<file path="config.mk">
export PLATFORM = sky130hd
export DESIGN_NAME = fp_ls_convert
export DESIGN_NICKNAME = d
export VERILOG_FILES = /design/src/rtl/fpconv_pkg.sv /design/src/rtl/lead_zero_cnt.sv /design/src/rtl/sp_widen.sv /design/src/rtl/dp_narrow.sv /design/src/rtl/fp_ls_convert.sv
export SDC_FILE = /design/constraint.sdc
export NUM_CORES = 1
export LEC_CHECK = 0
export BUFFER_PORTS_ARGS = -buffer_cell sky130_fd_sc_hd__buf_2
export CORE_UTILIZATION = 53
export DETAILED_ROUTE_END_ITERATION = 8
export PLACE_DENSITY_LB_ADDON = 0.08
export SLEW_MARGIN = 15
export SYNTH_ARGS = -nofsm -noshare
export SYNTH_HDL_FRONTEND = slang
export SYNTH_SLANG_ARGS = --single-unit
export TNS_END_PERCENT = 100
</file>
<file path="constraint.sdc">
create_clock -name clk -period 4.4 [get_ports clk]
set_input_delay 0.44 -clock clk [delete_from_list [all_inputs] [get_ports clk]]
set_output_delay 0.44 -clock clk [all_outputs]
set_load 0.01 [all_outputs]
</file>
<file path="src/rtl/fpconv_pkg.sv">
package fpconv_pkg;

  typedef enum logic {
    DIR_LOAD  = 1'b0,
    DIR_STORE = 1'b1
  } conv_dir_e;

  // Exponent bias for an IEEE-754 format with the given exponent width
  function automatic int fmt_bias(input int exp_w);
    return (1 << (exp_w - 1)) - 1;
  endfunction

endpackage

</file>
<file path="src/rtl/lead_zero_cnt.sv">
module lead_zero_cnt #(
  parameter int W  = 23,
  parameter int CW = $clog2(W + 1)
) (
  input  logic [W-1:0]  vec_i,
  output logic [CW-1:0] cnt_o
);

  // Ascending scan: the highest set bit is the last one to write the count
  always_comb begin
    cnt_o = CW'(W);
    for (int i = 0; i < W; i++) begin
      if (vec_i[i]) cnt_o = CW'(W - 1 - i);
    end
  end

endmodule

</file>
<file path="src/rtl/sp_widen.sv">
module sp_widen
  import fpconv_pkg::*;
#(
  parameter int SE = 8,
  parameter int SF = 23,
  parameter int DE = 11,
  parameter int DF = 52
) (
  input  logic [SE+SF:0] sp_i,
  output logic [DE+DF:0] dp_o
);

  localparam int SW        = 1 + SE + SF;
  localparam int PAD       = DF - SF;
  localparam int LZW       = $clog2(SF + 1);
  localparam int BIAS_DIFF = fmt_bias(DE) - fmt_bias(SE);
  localparam logic [LZW:0] SH_ONE = {{LZW{1'b0}}, 1'b1};

  logic          sgn;
  logic [SE-1:0] sexp;
  logic [SF-1:0] sfrac;
  logic [LZW-1:0] lz;
  logic [LZW:0]  nrm_sh;
  logic [SF-1:0] nrm_frac;
  logic [DE-1:0] dexp;
  logic [SF-1:0] dfrac;

  assign sgn   = sp_i[SW-1];
  assign sexp  = sp_i[SW-2 -: SE];
  assign sfrac = sp_i[SF-1:0];

  lead_zero_cnt #(.W(SF), .CW(LZW)) u_lzc (
    .vec_i (sfrac),
    .cnt_o (lz)
  );

  // Shift past the leading one so it becomes the hidden bit
  assign nrm_sh   = {1'b0, lz} + SH_ONE;
  assign nrm_frac = sfrac << nrm_sh;

  always_comb begin
    if (sexp == {SE{1'b1}}) begin
      dexp  = {DE{1'b1}};
      dfrac = sfrac;
    end else if (sexp == '0 && sfrac == '0) begin
      dexp  = '0;
      dfrac = '0;
    end else if (sexp == '0) begin
      dexp  = DE'(BIAS_DIFF) - DE'(lz);
      dfrac = nrm_frac;
    end else begin
      dexp  = DE'(sexp) + DE'(BIAS_DIFF);
      dfrac = sfrac;
    end
  end

  assign dp_o = {sgn, dexp, dfrac, {PAD{1'b0}}};

endmodule

</file>
<file path="src/rtl/dp_narrow.sv">
module dp_narrow
  import fpconv_pkg::*;
#(
  parameter int SE = 8,
  parameter int SF = 23,
  parameter int DE = 11,
  parameter int DF = 52
) (
  input  logic [DE+DF:0] dp_i,
  output logic [SE+SF:0] sp_o
);

  localparam int DW       = 1 + DE + DF;
  localparam int MIN_NORM = fmt_bias(DE) - fmt_bias(SE) + 1;
  localparam int DEN_LOW  = MIN_NORM - SF;

  logic          sgn;
  logic [DE-1:0] dexp;
  logic [SF-1:0] top_frac;
  logic [SF:0]   sig;
  logic [DE-1:0] den_sh;
  logic [SF:0]   den;

  assign sgn      = dp_i[DW-1];
  assign dexp     = dp_i[DW-2 -: DE];
  assign top_frac = dp_i[DF-1 -: SF];
  assign sig      = {1'b1, top_frac};
  assign den_sh   = DE'(MIN_NORM) - dexp;
  assign den      = sig >> den_sh;

  always_comb begin
    if (dexp >= DE'(MIN_NORM)) begin
      sp_o = {sgn, dexp[DE-1], dexp[SE-2:0], top_frac};
    end else if (dexp >= DE'(DEN_LOW)) begin
      sp_o = {sgn, {SE{1'b0}}, den[SF-1:0]};
    end else begin
      sp_o = {sgn, {(SE + SF){1'b0}}};
    end
  end

endmodule

</file>
<file path="src/rtl/fp_ls_convert.sv">
module fp_ls_convert
  import fpconv_pkg::*;
#(
  parameter int SP_EXP_W  = 8,
  parameter int SP_FRAC_W = 23,
  parameter int DP_EXP_W  = 11,
  parameter int DP_FRAC_W = 52
) (
  input  logic                             clk,
  input  logic                             rst,
  input  logic                             sel_store,
  input  logic [SP_EXP_W+SP_FRAC_W:0]      mem_word_i,
  input  logic [DP_EXP_W+DP_FRAC_W:0]      reg_word_i,
  output logic [DP_EXP_W+DP_FRAC_W:0]      ld_word_o,
  output logic [SP_EXP_W+SP_FRAC_W:0]      st_word_o
);

  localparam int SW      = 1 + SP_EXP_W + SP_FRAC_W;
  localparam int DW      = 1 + DP_EXP_W + DP_FRAC_W;
  localparam int PAD     = DP_FRAC_W - SP_FRAC_W;
  localparam int DEN_LOW = fmt_bias(DP_EXP_W) - fmt_bias(SP_EXP_W) + 1 - SP_FRAC_W;

  conv_dir_e     dir;
  logic [DW-1:0] wide;
  logic [SW-1:0] narrow;

  assign dir = sel_store ? DIR_STORE : DIR_LOAD;

  sp_widen #(
    .SE(SP_EXP_W), .SF(SP_FRAC_W), .DE(DP_EXP_W), .DF(DP_FRAC_W)
  ) u_widen (
    .sp_i (mem_word_i),
    .dp_o (wide)
  );

  dp_narrow #(
    .SE(SP_EXP_W), .SF(SP_FRAC_W), .DE(DP_EXP_W), .DF(DP_FRAC_W)
  ) u_narrow (
    .dp_i (reg_word_i),
    .sp_o (narrow)
  );

  always_ff @(posedge clk) begin
    if (rst) begin
      ld_word_o <= '0;
      st_word_o <= '0;
    end else if (dir == DIR_STORE) begin
      st_word_o <= narrow;
    end else begin
      ld_word_o <= wide;
    end
  end


  ld_hold_chk: assert property (@(posedge clk) disable iff (rst)
    sel_store |=> $stable(ld_word_o));


  st_hold_chk: assert property (@(posedge clk) disable iff (rst)
    !sel_store |=> $stable(st_word_o));


  ld_sign_chk: assert property (@(posedge clk) disable iff (rst)
    !sel_store |=> ld_word_o[DW-1] == $past(mem_word_i[SW-1]));


  ld_special_chk: assert property (@(posedge clk) disable iff (rst)
    (!sel_store && mem_word_i[SW-2 -: SP_EXP_W] == {SP_EXP_W{1'b1}})
      |=> ld_word_o[DW-2 -: DP_EXP_W] == {DP_EXP_W{1'b1}});


  st_underflow_chk: assert property (@(posedge clk) disable iff (rst)
    (sel_store && reg_word_i[DW-2 -: DP_EXP_W] < DP_EXP_W'(DEN_LOW))
      |=> (st_word_o[SW-2:0] == '0 && st_word_o[SW-1] == $past(reg_word_i[DW-1])));


  ld_lowfrac_chk: assert property (@(posedge clk) disable iff (rst)
    ld_word_o[PAD-1:0] == '0);

endmodule

</file>
[Word-level counts from Yosys, hierarchy flattened]
Cells that the tools add are included.
Storage, ports and cells
  word-level logic and storage cells: 46
  output and inout port bits: 96
  input bits: 99
  register bits: 67
Operators by class
  equal/unequal tests: 1
  shift-type cells: 2
  $add $sub $neg: 4
  muxes and demuxes: 32
  reduce and logical (&&, ||, !) cells: 3
  $lt $le $gt $ge: 2
Operators with widths (count)
  $mux W5: 22
  $mux W23: 4
  $mux W11: 3
  $mux W31: 1
  $shr A24 B11 Y23: 1
  $logic_not A23 Y1: 1
  $shl A23 B6 Y23: 1
  $ge A11 B10 Y1 const B: 2
  $add A8 B10 Y11 const B: 1
  $sub A10 B11 Y11 const A: 1
  $sub A10 B5 Y11 const A: 1
  $eq A8 B8 Y1 const B: 1
  $logic_not A8 Y1: 1
  $add A5 B1 Y6 const B: 1
  $mux W1: 2
  $logic_and A1 B1 Y1: 1

[Depth between registers and ports, before layout]
Gate-level depths: netlist of the first run.
  word-level depth: 28
  depth in mapped cells: 16
  depth with buffers taken out: 13

[Modules after synthesis]
Synthesis of the first run repeated with hierarchy kept, for this count alone.
Unflattened totals
  cells, all modules: 881
  area total of the unflattened synthesis: 7551.0 um^2
By module, submodules not included
  fp_ls_convert: area each 3429.5 um^2, seq. area each 1921.8 um^2, cells an instance 310, instances 1
  sp_widen: area each 1984.4 um^2, seq. area each 0.0 um^2, cells an instance 254, instances 1
  dp_narrow: area each 1900.6 um^2, seq. area each 0.0 um^2, cells an instance 275, instances 1
  lead_zero_cnt: area each 236.5 um^2, seq. area each 0.0 um^2, cells an instance 42, instances 1

[Worst setup path before layout of the first run]
OpenSTA, ideal clock, no wires.
  kind: input-to-reg
  start point: input mem_word_i[20]
  end point: register ld_word_o[38]
  stages: 15
  required time: 4.280 ns
  data arrival time: 3.731 ns
  library setup time: 0.120 ns
  path buffers: 5
  slack: 0.549 ns
  cell sequence: buf_6 -> or4_4 -> buf_6 -> nor2_4 -> a21oi_4 -> inv_2 -> clkbuf_1 -> ha_1 -> clkbuf_1 -> xnor2_2 -> buf_6 -> mux2_1 -> mux4_2 -> a211oi_1 -> nor2_1
On the way
  cells in the longest elaborated chain, start to end: 8
  elaborated cells on any way between the ends: 10
  classes of those cells: 1 x add/sub; 1 x shift; 6 x mux; 2 x reduce/logical
RTL lines
  start: declaration: line fp_ls_convert.sv:12  | input logic [SP_EXP_W+SP_FRAC_W:0] mem_word_i,
  $mux W5 (3 in a row): line lead_zero_cnt.sv:13  | if (vec_i[i]) cnt_o = CW'(W - 1 - i);
  $add A5 B1 Y6: line sp_widen.sv:38  | assign nrm_sh = {1'b0, lz} + SH_ONE;
  $shl A23 B6 Y23: line sp_widen.sv:39  | assign nrm_frac = sfrac << nrm_sh;
  $mux W23: line sp_widen.sv:48  | end else if (sexp == '0) begin
  $mux W23 *: line sp_widen.sv:45  | end else if (sexp == '0 && sfrac == '0) begin
  $mux W23 *: line sp_widen.sv:42  | if (sexp == {SE{1'b1}}) begin
  end signal: assignment: line fp_ls_convert.sv:50  | ld_word_o <= wide;
  end: declaration: line fp_ls_convert.sv:14  | output logic [DP_EXP_W+DP_FRAC_W:0] ld_word_o,
Mark *: on every way between the ends. The rest lies on a longest branch, timed or not.
A chain may end at the register's enable or synchronous reset.

[Final worst setup path of the first run]
  start point: input mem_word_i[18]
  end point: register ld_word_o[43]
On the way
  cells in the longest elaborated chain, start to end: 10
  elaborated cells on any way between the ends: 12
  classes of those cells: 1 x add/sub; 1 x shift; 8 x mux; 2 x reduce/logical
RTL lines (line)
  $mux W5 (5 in a row): lead_zero_cnt.sv:13
  $add A5 B1 Y6: sp_widen.sv:38
  $shl A23 B6 Y23: sp_widen.sv:39
  $mux W23: sp_widen.sv:48
  $mux W23 *: sp_widen.sv:45
  $mux W23 *: sp_widen.sv:42
Marks and branches as above.

==> summary.txt, run 1 <==
Via Count: 7,378
Slew Limit Fails: 0
First-pass GRT wire length: 36.4 mm
Beginning of the worst hold path: reg_word_i[63]
Sequential area share after synthesis: 20.3%
Number of fill cells in the layout: 1,130
Post-synth EDFFs: 0
Area leader, netlist: dfxtp_1
Largest net degree at the start of global routing: 68
Routed wire length: 23.4 mm
Clock power share: 37.7%
Setup crit end kind: flop
RD Place Congestion: 0.997
R2R Path End: ld_word_o[49]$_SDFFE_PP0N_
Register area: 1320 µm²
RSZ-0062 raised after global routing: false
Synth Flop Type: dfxtp_1
Unique cell type count in the Yosys netlist: 88
Worst-path clk slew: 60 ps
# rows: 40
Min-Delay Endpoint: st_word_o[31]$_SDFFE_PP0P_
CP Class: input port to flop
Area of the core: 12,000 µm²
Total GRT Usage: 36.6%
Starting Density: 54.3%
Hold Path Depth: 3
Largest cells by area after synthesis: dfxtp_1 (20%), nor2_1 (6.0%), a21oi_1 (5.1%)
Port Buffers: 136
Fin crit period: 3940 ps
WP data required: 4610 ps
Sink Count: 66
Worst-case clock buffer depth: 2
Final #Nets: 1,054
Clock Latency Late Sink: 330 ps
Area growth from synthesis to layout: 13.7%
Detail Route Antenna Nets: 0
Worst r2r src: ld_word_o[49]$_SDFFE_PP0N_
Setup violations, final: 0
Fin area: 7380 µm²
Dpl cell area: 7040 µm²
PD cells: 294 nW/µm²
Mapped Cells: 869
Crit start category: input port
Final core occ: 61.7%
TritonCTS clock tree: done
Sw Share: 33.8%
Switching Power: 0.732 mW
Fin. Hold Viols: 0
Multi-input logic area: 4600 µm²
Clock root buffer: clkbuf_16
Ratio of cells with drive above 1 in the final layout: 24.8%
Crit-path max FO: 14
Leakage: 3.04 nW
Reg-to-reg slack, setup: 3340 ps
Flops & latches, synth: 66
Fmax: 254 MHz
Syn. warnings: 0
DRC: 0
Max-cap violations: 0
CTS Hold Bufs: 0
Post-Syn Area: 6490 µm²
DR WL/cell: 21.2 µm
Async SR Flop Fraction: 0%
Worst EP arrival: 4140 ps
Resize count post-CTS: 0
Hold WC Path Type: input port to flop
Slew @ Worst Pin: 900 ps
Vias in the first global route: 6,631
Htree depth: 3
Setup Buffers After CTS: 0
DP HPWL: 16.9 mm
Die width: 113 µm
Die ar.: 12,700 µm²
Initial antenna violation count: 0
Peak VDD IR: 0.223 mV
Clock skew: 0 ps
Vias/cell: 6.69
Status: complete, no violations
Relative slew slack: 39.8%
GR Overflow Total: 0
Gate power share: 32.0%
Iteration-0 DRC Markers: 1,012
Power Internal: 1.43 mW
Post-synth top area share: 20.3%
Antenna cells: 0
Final period util: 89.4%
Mean area per synthesized cell: 7.47 µm²
Die H: 113 µm
R2R depth: 3
Final TNS setup: 0 ps
DRT Pass-1 Iters: 6
Seq pwr share: 30.4%
Top Ports: 195
TritonCTS buffer count: 9
kinds of logic after synthesis:
logic type	synth area share, %
AO/OA/AOI/OAI	28.5
XOR/XNOR	1.33
adder cells (fa/ha/maj)	0.771
buffers and inverters	10.6
flip-flops	20.3
multiplexers	13.5
other	0.0577
AND/OR/NAND/NOR	24.9
worst max-delay path by stage:
stage,startpoint,endpoint,slack [ps],depth (start not counted)
global placement,mem_word_i[18],ld_word_o[39]$_SDFFE_PP0N_,390,14
global route,mem_word_i[18],ld_word_o[43]$_SDFFE_PP0N_,270,14
floorplan,mem_word_i[20],ld_word_o[38]$_SDFFE_PP0N_,550,15
CTS,mem_word_i[18],ld_word_o[43]$_SDFFE_PP0N_,620,14
finish,mem_word_i[18],ld_word_o[43]$_SDFFE_PP0N_,460,14
detailed placement,mem_word_i[18],ld_word_o[43]$_SDFFE_PP0N_,260,14
layout by cell type, fill, tap and decap left out, types with 13 or more instances in the layout:
cell / instances
a21oi_1: 66
nand2_1: 67
nor3_1: 58
o21ai_0: 27
buf_4: 24
dfxtp_1: 66
inv_1: 17
a211oi_1: 26
a221oi_1: 18
mux2_2: 20
nand2b_1: 16
a31oi_1: 13
nand3_1: 19
conb_1: 29
mux4_2: 13
nor2_1: 104
buf_2: 136
mux2i_1: 27
metal layers:
layer  wire (µm)  vias to the layer above  global-route usage (%)
li1            -                     3361                       -
met1       10300                     3447                    54.1
met2        9490                      514                    49.7
met3        3170                       56                    11.9
met4         486                        0                    11.2
met5           0                        -                       0
synth_stat cells (5+ instances only):
library cell,instances
a211oi_1,26
a21oi_1,66
a221oi_1,18
a31oi_1,13
a32oi_1,5
and3_1,11
buf_1,5
buf_2,9
buf_4,31
buf_6,6
clkbuf_1,65
dfxtp_1,66
inv_1,17
mux2_2,20
mux2i_1,27
mux4_2,13
nand2_1,67
nand2b_1,16
nand3_1,19
nand4_1,11
nor2_1,104
nor2b_1,8
nor3_1,58
nor4_1,10
o21ai_0,27
o221ai_1,5
o22ai_1,10
o31ai_1,7
or3_1,9
or4_1,7
xnor2_1,5
final cells by class:
| class | instances | share of cell area (%) |
|---|---|---|
| sequential | 66 | 17.9 |
| clock buffer | 12 | 3.61 |
| tap | 147 | 2.49 |
| clock inverter | 4 | 0.983 |
| timing repair buffer | 160 | 11.7 |
| multi-input combinational | 694 | 62.3 |
| inverter | 20 | 1.02 |
per-stage QoR:
step                      worst slack, ps  cells  hold slack (ps)  total power [mW]
after global routing                  272   1103              339              2.25
after floorplan                       549    897              486              1.14
after global placement                391   1087              446              1.33
final                                 464   1103              337              2.17
after detailed placement              261   1087              454              1.34
after CTS                             618   1103              331              2.15
power groups by stage:
stage / clock network, mW / registers (mW) / logic, mW
2_1_floorplan: 0 / 0.685 / 0.459
3_3_place_gp: 0 / 0.668 / 0.662
3_5_place_dp: 0 / 0.669 / 0.670
4_1_cts: 0.824 / 0.657 / 0.673
5_1_grt: 0.845 / 0.661 / 0.744
6_report: 0.816 / 0.658 / 0.693
state kept, by name, summed over array words and instances (netlist names):
name / flops
ld_word_o: 34
st_word_o: 32
worst max-delay path, cell delays in order:
cell and delay (ps):
buf_2 140, nor2_1 380, nand2_1 100, a31o_2 280
a211oi_1 430, inv_1 90, ha_1 580, clkinv_1 320
buf_4 270, o2111a_1 150, a31oi_1 270, a2bb2oi_1 160
a221oi_1 390, o22ai_1 130
Note: power is estimated with default switching activity, not from simulation.
==> inputs of run 2 (changes only) <==
--- a/config.mk
+++ b/config.mk
@@ -6,7 +6,9 @@
 export NUM_CORES = 1
 export LEC_CHECK = 0
 export BUFFER_PORTS_ARGS = -buffer_cell sky130_fd_sc_hd__buf_2
-export CORE_UTILIZATION = 53
+export CELL_PAD_IN_SITES_DETAIL_PLACEMENT = 1
+export CELL_PAD_IN_SITES_GLOBAL_PLACEMENT = 2
+export CORE_UTILIZATION = 29
 export DETAILED_ROUTE_END_ITERATION = 8
 export PLACE_DENSITY_LB_ADDON = 0.08
 export SLEW_MARGIN = 15
==> run 2 against run 1 <==
  * Clock skew is the same
  * Clock power down 8.8%
  * First-iteration DRC count decreased by 50%
  * Critical endpoint is now ld_word_o[36]$_SDFFE_PP0N_
  * Largest cell class unchanged
==> summary.txt, run 2 (synthesized netlist as in run 1, its figures left out) <==
Status: complete, no violations
Max FFs per register: 34
Vias/cell: 5.87
Clock Latency Late Sink: 340 ps
Top Ports: 195
Setup violations, final: 0
Gate power share: 34.0%
Max-cap violations: 0
Power Internal: 1.34 mW
Clock skew: 0 ps
Starting Density: 29.7%
Area of the core: 21,900 µm²
CTS Hold Bufs: 0
Most common cell after layout, fill and taps aside: buf_2
DP HPWL: 21.3 mm
Slew @ Worst Pin: 915 ps
Commonest cells after routing, fill and taps aside: buf_2 (136), nor2_1 (104), nand2_1 (67), a21oi_1 (66), dfxtp_1 (66)
Worst r2r src: ld_word_o[46]$_SDFFE_PP0N_
Fin crit period: 3610 ps
Seq pwr share: 31.0%
Initial antenna violation count: 0
Die width: 152 µm
PD cells: 282 nW/µm²
Post-Place Worst Slack: 466 ps
WP data required: 4610 ps
Antenna cells: 0
Final TNS setup: 0 ps
Final core occ: 34.5%
Die ar.: 23,000 µm²
Iteration-0 DRC Markers: 502
RD Place Congestion: 0.895
TritonCTS buffer count: 9
Worst-case clock buffer depth: 2
Hold WC Path Type: input port to flop
WP depth: 14
Crit start category: input port
Setup ws final: 792 ps
RSZ-0062 raised after global routing: false
Crit-path max FO: 40
Dpl cell area: 7250 µm²
Delay-heaviest family, CP: compound AO/OA/AOI/OAI gates
R2R depth: 3
Worst setup path endpoint: ld_word_o[36]$_SDFFE_PP0N_
Reg-to-reg slack, setup: 3360 ps
Biggest register: ld_word_o
Fin. Hold Viols: 0
Ratio of cells with drive above 1 in the final layout: 24.9%
Die H: 152 µm
Worst-path cell chain: buf_2, nor2_1, nand2_1, a31o_2, a211oi_1, inv_1, ha_1, buf_12, nand2b_1, or3_1, o2111a_1, mux2_2, a221oi_1, nor3_1
First-pass GRT wire length: 43.8 mm
Leakage: 3.04 nW
Worst EP arrival: 3820 ps
Routed wire length: 28.9 mm
Vias in the first global route: 7,050
TritonCTS clock tree: done
Slew Limit Fails: 0
Setup Buffers After CTS: 0
Final period util: 82.0%
# rows: 54
Relative slew slack: 38.8%
Detail Route Antenna Nets: 0
Worst-path clk slew: 60 ps
R2R Path End: ld_word_o[46]$_SDFFE_PP0N_
Largest net degree at the start of global routing: 48
Resize count post-CTS: 0
Via Count: 7,269
Peak VDD IR: 0.170 mV
Clock root buffer: clkbuf_16
CP max stage cell: a211oi_1
Number of fill cells in the layout: 2,744
DR WL/cell: 23.3 µm
DRT Pass-1 Iters: 4
Final hold slack: 345 ps
Sw Share: 37.0%
Switching Power: 0.787 mW
Final #Nets: 1,056
GR Overflow Total: 0
Clock power share: 35.0%
Largest regs: ld_word_o (34), st_word_o (32)
CP Class: input port to flop
Area growth from synthesis to layout: 16.3%
Total GRT Usage: 25.4%
Setup crit end kind: flop
Sink Count: 66
Htree depth: 3
Port Buffers: 136
Fmax: 277 MHz
Fin area: 7550 µm²
Crit path launch: mem_word_i[18]
Crit path buffers/inverters: 3
Slowest stage delay, CP: 450 ps
DRC: 0
[run 2: cell count changes in the layout (fill, tap and decap cells not counted), sizes merged]
cell,change
clkbuf,-3
inv,+1
clkinv,+3
bufinv,-1
buf,+2
[run 2: worst register-to-register path, cell delays in order, from the launching register on]
cell and delay, ps:
dfxtp_1 320, a32o_1 260, a311oi_1 270, nor3_1 80
[run 2: area by class of cell]
cell class	count	area (µm²)	area share, %
multi-input cells	694	4600	60.9
flip-flops and latches	66	1320	17.5
repair buffers	162	901	11.9
well taps	280	350	4.64
clock buffers	9	225	2.98
clock inverters	7	77.6	1.03
inverters	20	75.1	0.994
[run 2: worst min-delay path by stage]
stage | endpoint | from | slack [ps] | cells past startpoint
after detailed placement | st_word_o[25]$_SDFFE_PP0P_ | st_word_o[25]$_SDFFE_PP0P_ | 450 | 2
after global placement | st_word_o[28]$_SDFFE_PP0P_ | st_word_o[28]$_SDFFE_PP0P_ | 450 | 2
after CTS | st_word_o[31]$_SDFFE_PP0P_ | reg_word_i[63] | 330 | 3
after floorplan | ld_word_o[57]$_SDFFE_PP0N_ | ld_word_o[57]$_SDFFE_PP0N_ | 490 | 2
after global routing | st_word_o[31]$_SDFFE_PP0P_ | reg_word_i[63] | 370 | 3
final | ld_word_o[63]$_SDFFE_PP0N_ | mem_word_i[31] | 350 | 3
[run 2: power groups by stage]
stage / combinational (mW) / sequential [mW] / clock, mW
final: 0.723 / 0.660 / 0.744
after global routing: 0.786 / 0.664 / 0.791
after CTS: 0.715 / 0.660 / 0.771
after detailed placement: 0.713 / 0.672 / 0
after global placement: 0.700 / 0.671 / 0
after floorplan: 0.459 / 0.685 / 0
[run 2: per-layer routing]
metal,share of wire (%),GRT usage [%],up-vias
li1,-,-,3370
met1,49,38.2,3583
met2,42,36.6,289
met3,7.6,4.88,27
met4,1.3,5.99,0
met5,0,0,-
[run 2: metrics by stage]
step                power, mW  cells
detailed placement       1.39   1222
global route             2.24   1238
finish                   2.13   1238
floorplan                1.14    897
global placement         1.37   1222
CTS                      2.15   1238
==> inputs of run 3 (changes only) <==
--- a/config.mk
+++ b/config.mk
@@ -5,10 +5,11 @@
 export SDC_FILE = /design/constraint.sdc
 export NUM_CORES = 1
 export LEC_CHECK = 0
+export ABC_AREA = 1
 export BUFFER_PORTS_ARGS = -buffer_cell sky130_fd_sc_hd__buf_2
 export CELL_PAD_IN_SITES_DETAIL_PLACEMENT = 1
 export CELL_PAD_IN_SITES_GLOBAL_PLACEMENT = 2
-export CORE_UTILIZATION = 29
+export CORE_UTILIZATION = 25
 export DETAILED_ROUTE_END_ITERATION = 8
 export PLACE_DENSITY_LB_ADDON = 0.08
 export SLEW_MARGIN = 15
==> constraint.sdc (replaced) <==
create_clock -name clk -period 3.6 [get_ports clk]
set_input_delay 0.36 -clock clk [delete_from_list [all_inputs] [get_ports clk]]
set_output_delay 0.36 -clock clk [all_outputs]
set_load 0.01 [all_outputs]
==> run 3 against run 2 <==
  * Sequential share of layout area rose by 1.5 points
  * Via count is 4.7% lower
  * Critical path depth is 22 higher
  * Die area is 1.9% higher
  * Register-to-register slack lost 450 ps
  * Worst hold slack got worse by 110 ps
  * Largest cell class unchanged
  * Largest power group unchanged
  * Highest routed layer unchanged
==> summary.txt, run 3 <==
Status: complete, no violations
DRT Pass-1 Iters: 5
TritonCTS buffer count: 9
Commonest cells after routing, fill and taps aside: nand2_1 (245), buf_2 (136), nand3_1 (118), o21ai_0 (116), dfxtp_1 (66)
RD Place Congestion: 0.844
Final hold slack: 238 ps
Via Count: 6,928
Final core occ: 31.4%
Beginning of the worst hold path: rst
Slew @ Worst Pin: 794 ps
Clock skew: 0 ps
R2R depth: 2
Worst EP arrival: 3400 ps
Setup violations, final: 0
Fin crit period: 3140 ps
Synth Flop Type: dfxtp_1
Setup Buffers After CTS: 0
Clock Latency Late Sink: 340 ps
Vias/cell: 5.06
Area of the core: 22,100 µm²
Sequential area share after synthesis: 23.2%
Hold WC Path Type: input port to flop
TritonCTS clock tree: done
Min-Delay Endpoint: ld_word_o[39]$_SDFFE_PP0N_
Initial antenna violation count: 0
Synth cell count leaders: nand2_1 (245), nand3_1 (118), o21ai_0 (116), dfxtp_1 (66), inv_1 (65)
Largest cells by area after synthesis: dfxtp_1 (23%), nand2_1 (16%), nand3_1 (10%)
Final period util: 87.1%
Unique cell type count in the Yosys netlist: 45
PD cells: 354 nW/µm²
Total GRT Usage: 22.1%
Leakage: 3.31 nW
Count leader, synth: nand2_1
Number of fill cells in the layout: 2,970
RSZ-0062 raised after global routing: false
Critical path's most frequent cell: nand2_1
Hold Path Depth: 2
Fmax: 319 MHz
Post-Syn Area: 5710 µm²
First-pass GRT wire length: 40.2 mm
Crit-path max FO: 15
Routed wire length: 25.5 mm
Vias in the first global route: 6,817
Mapped Cells: 961
Die width: 153 µm
Port Buffers: 136
Largest net degree at the start of global routing: 66
Relative slew slack: 47.0%
Worst-case clock buffer depth: 2
Clock root buffer: clkbuf_16
DRC: 0
Max FFs per register: 34
GR Overflow Total: 0
Fin. Hold Viols: 0
Most common cell after layout, fill and taps aside: nand2_1
DR WL/cell: 18.6 µm
Slew Limit Fails: 0
Post-synth EDFFs: 0
Antenna cells: 0
Peak VDD IR: 0.185 mV
CP max stage cell: inv_1
Die ar.: 23,400 µm²
CP Class: input port to flop
DP HPWL: 20.0 mm
Flops & latches, synth: 66
# rows: 54
Ratio of cells with drive above 1 in the final layout: 19.9%
Delay-heaviest family, CP: simple AND/OR/NAND/NOR gates
Final TNS setup: 0 ps
Async SR Flop Fraction: 0%
Mean area per synthesized cell: 5.94 µm²
Crit path buffers/inverters: 6
Reg-to-reg slack, setup: 2910 ps
CTS Hold Bufs: 0
R2R Path End: ld_word_o[61]$_SDFFE_PP0N_
Resize count post-CTS: 0
Final #Nets: 1,188
WP depth: 36
Setup crit end kind: flop
Detail Route Antenna Nets: 0
Area growth from synthesis to layout: 21.7%
Crit start category: input port
Iteration-0 DRC Markers: 514
Htree depth: 3
Top Ports: 195
WP data required: 3860 ps
Worst r2r src: ld_word_o[61]$_SDFFE_PP0N_
Max-cap violations: 0
Area leader, netlist: dfxtp_1
Worst-path clk slew: 60 ps
Largest regs: ld_word_o (34), st_word_o (32)
Slowest stage delay, CP: 400 ps
Starting Density: 25.8%
Biggest register: ld_word_o
Post-synth top area share: 23.2%
Power, Total: 2.46 mW
Die H: 153 µm
Syn. warnings: 0
Sink Count: 66
## run 3: cells by family after synthesis
| family | Yosys count | synth area share (%) |
|---|---|---|
| compound gates | 262 | 25.5 |
| flops | 66 | 23.2 |
| xor+xnor | 3 | 0.461 |
| simple gates | 458 | 35.3 |
| buf+inv | 161 | 13.5 |
| other cells | 1 | 0.0657 |
| fa+ha+maj | 4 | 0.877 |
| mux | 6 | 1.05 |
## run 3: worst max path at each step
stage / from / to / slack [ps]
floorplan: mem_word_i[2] / ld_word_o[46]$_SDFFE_PP0N_ / 500
global placement: mem_word_i[1] / ld_word_o[49]$_SDFFE_PP0N_ / 60
detailed placement: mem_word_i[1] / ld_word_o[49]$_SDFFE_PP0N_ / 100
CTS: mem_word_i[1] / ld_word_o[49]$_SDFFE_PP0N_ / 450
global route: mem_word_i[1] / ld_word_o[49]$_SDFFE_PP0N_ / 130
finish: mem_word_i[1] / ld_word_o[49]$_SDFFE_PP0N_ / 460
## run 3: layout make-up
cell class	count	area (µm²)	share of cell area [%]
Clock buffer	10	239	3.44
Timing Repair Buffer	170	948	13.7
Sequential cell	66	1320	19.0
Tap cell	280	350	5.05
Multi-Input combinational cell	762	3720	53.6
Clock inverter	6	66.3	0.955
Inverter	76	298	4.29
## run 3: report_power, final
part	switching [mW]	internal, mW	total [mW]
clock	0.355	0.556	0.911
sequential	0.0226	0.781	0.804
combinational	0.500	0.244	0.744
## run 3: layer usage
| layer | part of all wire (%) | GRT usage [%] |
|---|---|---|
| met2 | 41 | 32.6 |
| met1 | 53 | 32.7 |
| met3 | 5.6 | 4.56 |
| met4 | 0.77 | 3.99 |
| met5 | 0 | 0 |
## run 3: through the flow
step | area (µm²) | instances | setup WS (ps)
2_1_floorplan | 5810 | 989 | 502
3_3_place_gp | 6640 | 1354 | 58.3
3_5_place_dp | 6640 | 1354 | 99.7
4_1_cts | 6940 | 1370 | 451
5_1_grt | 6940 | 1370 | 128
6_report | 6940 | 1370 | 463
